### src/rtl/horn_pkg.sv
package horn_pkg;

  // level of a node in heap numbering (root = 1 at level 0)
  function automatic int unsigned heap_level(int unsigned n);
    int unsigned l = 0;
    for (int i = 1; i < 32; i++) if ((n >> i) != 0) l = i;
    return l;
  endfunction

  // bit offset of the first edge at a tree level in the flattened edge bus
  function automatic int unsigned lvl_offset(int unsigned fw, int unsigned lvl);
    int unsigned s = 0;
    for (int unsigned j = 0; j < lvl; j++) s += (32'd1 << j) * (fw - j);
    return s;
  endfunction

endpackage

### src/rtl/horn_pipe_reg.sv
module horn_pipe_reg #(
  parameter int unsigned W = 8
) (
  input  logic         clk_i,
  input  logic         rst_ni,
  input  logic         in_valid_i,
  output logic         in_ready_o,
  input  logic [W-1:0] in_data_i,
  output logic         out_valid_o,
  input  logic         out_ready_i,
  output logic [W-1:0] out_data_o
);
  logic         full_q;
  logic [W-1:0] data_q;

  assign in_ready_o  = ~full_q | out_ready_i;
  assign out_valid_o = full_q;
  assign out_data_o  = data_q;

  always_ff @(posedge clk_i or negedge rst_ni) begin
    if (!rst_ni) begin
      full_q <= 1'b0;
      data_q <= '0;
    end else begin
      if (in_ready_o) full_q <= in_valid_i;
      if (in_valid_i && in_ready_o) data_q <= in_data_i;
    end
  end
endmodule

### src/rtl/horn_branch_node.sv
module horn_branch_node #(
  parameter int unsigned DW = 3
) (
  input  logic          clk_i,
  input  logic          rst_ni,
  input  logic          in_valid_i,
  output logic          in_ready_o,
  input  logic [DW-1:0] in_data_i,
  output logic          lo_valid_o,
  input  logic          lo_ready_i,
  output logic          hi_valid_o,
  input  logic          hi_ready_i,
  output logic [DW-2:0] child_data_o
);
  logic          held_valid;
  logic          held_ready;
  logic [DW-1:0] held_data;
  logic          go_hi;

  horn_pipe_reg #(.W(DW)) u_reg (
    .clk_i       (clk_i),
    .rst_ni      (rst_ni),
    .in_valid_i  (in_valid_i),
    .in_ready_o  (in_ready_o),
    .in_data_i   (in_data_i),
    .out_valid_o (held_valid),
    .out_ready_i (held_ready),
    .out_data_o  (held_data)
  );

  // top bit of the held flit is this level's tag bit
  assign go_hi        = held_data[DW-1];
  assign lo_valid_o   = held_valid & ~go_hi;
  assign hi_valid_o   = held_valid &  go_hi;
  assign held_ready   = go_hi ? hi_ready_i : lo_ready_i;
  assign child_data_o = held_data[DW-2:0];
endmodule

### src/rtl/horn_tree.sv
module horn_tree
  import horn_pkg::*;
#(
  parameter  int unsigned PAYLOAD_W = 8,
  parameter  int unsigned NUM_CH    = 4,
  localparam int unsigned TAG_W     = $clog2(NUM_CH),
  localparam int unsigned FLIT_W    = PAYLOAD_W + TAG_W
) (
  input  logic                        clk_i,
  input  logic                        rst_ni,
  input  logic                        in_valid_i,
  output logic                        in_ready_o,
  input  logic [FLIT_W-1:0]           in_flit_i,
  output logic [NUM_CH-1:0]           out_valid_o,
  input  logic [NUM_CH-1:0]           out_ready_i,
  output logic [NUM_CH*PAYLOAD_W-1:0] out_data_o
);
  localparam int unsigned EDGE_W  = lvl_offset(FLIT_W, TAG_W + 1);
  localparam int unsigned LEAF_AT = lvl_offset(FLIT_W, TAG_W);

  // edges in heap numbering: edge n feeds node n; edges NUM_CH.. are leaves
  logic [2*NUM_CH-1:1] e_valid;
  logic [2*NUM_CH-1:1] e_ready;
  logic [EDGE_W-1:0]   e_data;

  assign e_valid[1]        = in_valid_i;
  assign in_ready_o        = e_ready[1];
  assign e_data[0+:FLIT_W] = in_flit_i;

  for (genvar n = 1; n < NUM_CH; n++) begin : g_node
    localparam int unsigned LVL    = heap_level(n);
    localparam int unsigned DW     = FLIT_W - LVL;
    localparam int unsigned POS    = n - (1 << LVL);
    localparam int unsigned IN_AT  = lvl_offset(FLIT_W, LVL) + POS * DW;
    localparam int unsigned OUT_AT = lvl_offset(FLIT_W, LVL + 1) + 2 * POS * (DW - 1);

    logic [DW-2:0] stripped;

    horn_branch_node #(.DW(DW)) u_node (
      .clk_i        (clk_i),
      .rst_ni       (rst_ni),
      .in_valid_i   (e_valid[n]),
      .in_ready_o   (e_ready[n]),
      .in_data_i    (e_data[IN_AT+:DW]),
      .lo_valid_o   (e_valid[2*n]),
      .lo_ready_i   (e_ready[2*n]),
      .hi_valid_o   (e_valid[2*n+1]),
      .hi_ready_i   (e_ready[2*n+1]),
      .child_data_o (stripped)
    );

    assign e_data[OUT_AT+:(DW-1)]        = stripped;
    assign e_data[OUT_AT+DW-1+:(DW-1)]   = stripped;
  end

  for (genvar c = 0; c < NUM_CH; c++) begin : g_leaf
    assign out_valid_o[c]                      = e_valid[NUM_CH+c];
    assign e_ready[NUM_CH+c]                   = out_ready_i[c];
    assign out_data_o[c*PAYLOAD_W+:PAYLOAD_W]  = e_data[LEAF_AT+c*PAYLOAD_W+:PAYLOAD_W];
  end
endmodule

### config.mk
export PLATFORM = sky130hd
export DESIGN_NAME = horn_tree
export DESIGN_NICKNAME = d
export VERILOG_FILES = /design/src/rtl/horn_pkg.sv /design/src/rtl/horn_pipe_reg.sv /design/src/rtl/horn_branch_node.sv /design/src/rtl/horn_tree.sv
export SDC_FILE = /design/constraint.sdc
export NUM_CORES = 1
export LEC_CHECK = 0
export BUFFER_PORTS_ARGS = -buffer_cell sky130_fd_sc_hd__buf_2
export CAP_MARGIN = 0
export CORE_UTILIZATION = 45
export CTS_CLUSTER_DIAMETER = 60
export DETAILED_ROUTE_END_ITERATION = 8
export PLACE_DENSITY = 0.73
export RECOVER_POWER = 25
export SLEW_MARGIN = 10
export SYNTH_ARGS = -nofsm -noshare
export SYNTH_HDL_FRONTEND = slang
export SYNTH_SLANG_ARGS = --single-unit
### constraint.sdc
create_clock -name clk_i -period 4.35 [get_ports clk_i]
set_input_delay 0.435 -clock clk_i [delete_from_list [all_inputs] [get_ports clk_i]]
set_output_delay 0.435 -clock clk_i [all_outputs]
set_load 0.01 [all_outputs]
==> flow_summary.toml <==
[clocking]
cts-buffers-inserted = 5
clock-sinks = 31
cts_setup_buffers = 0
htree_num_levels = 2
clkTransAtPathRegs_ns = 0.09
clock_latency_ns = 0.32
ctsLongestPathBuffers = 2
ctsResizeCount = 0
cts-root-buf = "clkbuf_4"
ctsHoldBuffers = 0
cts_tree = "built"

[routing]
num_vias = 871
drt-total-wl_mm = 2.388
first_pass_iters = 2
routedWlPerCell_um = 12.98
ant_nets = 0
drc = 0
drt_iter0_drc = 27
via_per_inst = 4.734

[die]
start_util = 0.4855
coreArea_sq_um = 3103
die_w_um = 59.86
die_area_sq_um = 3583
row_count = 20
ios = 54
die_y_um = 59.86

[worst_setup_path]
path_class = "flop to output port"
worst_ep_required_time_ns = 3.91
crit_arrival_ns = 1.68
slowest_stage = "dfrtp_1"
worst_setup_path_end_kind = "output port"
path_cells = "mux2i_1 > nand4b_1 > and2_1 > buf_2"
critPathMaxStageDelay_ns = 0.41
reg2reg_from = "g_node[2].u_node.u_reg.out_data_o[8]"
critical_path.top_delay_family = "simple AND/OR/NAND/NOR gates"
cp_max_fo = 4
cp-start-kind = "flop"
worstSetupStartpoint = "g_node[2].u_node.u_reg.out_data_o[8]"
path_buf_inv = 1

[timing]
layout_setup_ws_ns = 2.239
slew-limit-headroom = -0.1003
setup-violations-final = 0
fin_hold_ws_ns = 0.3204
finClkSkew_ns = 0.006029
fmax_ghz = 0.4737
fin_crit_ns = 2.111
worst_pin_slew_ns = 1.650
maxSlewViolCount = 32
period_share = 0.4853
setup_tns_ns = 0
hold_viol_final = 0
rsz0062_at_grt = "no"

[final_layout]
antenna_cells = 0
layout-drive-gt1-share = 0.5714
seqCellArea_sq_um = 775.7
post-route-util = 0.5234
area_growth_pct = 7.807
fin_nets = 156
fillCellCount = 303
multi_input_area_sq_um = 460.4

[logic_synthesis]
yosysTopAreaCell = "dfrtp_1"
synth_edf_count = 0
synthFlopType = "dfrtp_1"
ys_top_cells_by_area = "dfrtp_1 (51%), buf_4 (18%), mux2_2 (13%)"
netlist_instances = 115
synth.distinct_cells = 15
avgSynthCellArea_sq_um = 13.10
syn_area_sq_um = 1506
synth_fp_nets = 132
synthArstFlopShare = 1.000
ys_ff_latch = 31
yosys.area.top_type_share = 0.5150
yosysMostFrequentCell = "buf_4"
synth_commonest_cells = "buf_4 (36), dfrtp_1 (31), mux2_2 (17)"
yosysWarnings = 0
yosysSeqAreaShare = 0.5150

[worst_hold_path]
hp-class = "input pin to flop"
min-delay-start = "in_flit_i[7]"

[status]
status = "finished with violations"
violations = "max-capacitance violations, max-slew violations"

[grt]
antenna_found_initial = 0
grt_util_met2 = 0.2286
grt_max_degree = 32
grt_pass1_wl_mm = 3.698
grt-busiest-layer = "met2"
grt_pass1_vias = 806
grt_overflow_total = 0
grt_use_met3 = 0.05195
grt_use_met1 = 0.1836
grt_usage = 0.1503

[power_and_ir_drop]
peakVddDrop_mv = 0.2292
leakagePower_uw = 0.0007906
p_per_area_nw_per_um2 = 696.6
power_uw = 1131

[placed_design]
numPortBuffers = 53
gp_congestion = 0.6812
dp_worst_setup_slack_ns = 2.506
dp_hpwl_mm = 1.682

[job]
max_cap_violations = 1
-- sequential cells by signal, summed over array words and instances, names as in the netlist --
name	flops
g_node.u_node.u_reg.out_data_o	28
g_node.u_node.u_reg.out_valid_o	3
-- cell usage in the layout, fill, tap and decap left out, drive strengths merged --
cell,netlist,final
nand4,1,1
clkbuf,0,9
dfrtp,31,31
nand2b,2,2
a21boi,1,1
mux2i,2,2
a21oi,2,2
a41o,1,1
nand4b,1,1
and2,3,3
buf,36,52
nand2,5,5
nand3,1,1
nor2b,2,2
mux2,27,27
-- power by group --
group	total, uW	internal (uW)	switching, uW
sequential	492	405	87.0
clock	185	95.0	90.4
combinational	454	233	221
-- worst paths after layout --
kind / cells past startpoint / slack, ns / end
max reg2reg: 4 / 2.66 / g_node[1].u_node.u_reg.out_data_o[1]
max in group asynchronous: 1 / 2.86 / g_node[2].u_node.u_reg.out_data_o[4]
min reg2reg: 1 / 0.52 / g_node[1].u_node.u_reg.out_data_o[6]
max: 4 / 2.24 / in_ready_o
min in group asynchronous: 1 / 0.53 / g_node[2].u_node.u_reg.out_valid_o
min: 2 / 0.32 / g_node[1].u_node.u_reg.out_data_o[7]
-- layout make-up --
type                       instances  share of cell area
clock buffer                       8             0.04237
multi-input combinational         48              0.2835
sequential                        31              0.4777
tap                               44             0.03390
timing repair buffer              53              0.1626
-- cell families (layout without fill, tap and decap cells) --
family | count (synthesis) | after routing | share of synthesized area
compound gates | 4 | 4 | 0.02326
simple gates | 15 | 15 | 0.06728
mux | 29 | 29 | 0.2151
flops | 31 | 31 | 0.5149
buf+inv | 36 | 61 | 0.1794
-- through the flow --
step,area [sq um],instances
after floorplan,1506,115
after global placement,1556,176
after detailed placement,1556,176
after CTS,1625,184
after global routing,1624,184
final,1624,184
-- layer usage --
metal,share of wire,vias to the layer above
met3,0.053,6
met4,0.023,0
li1,-,406
met5,0,-
met2,0.49,34
met1,0.43,425
No activity file was read; power rests on OpenSTA's default activity.
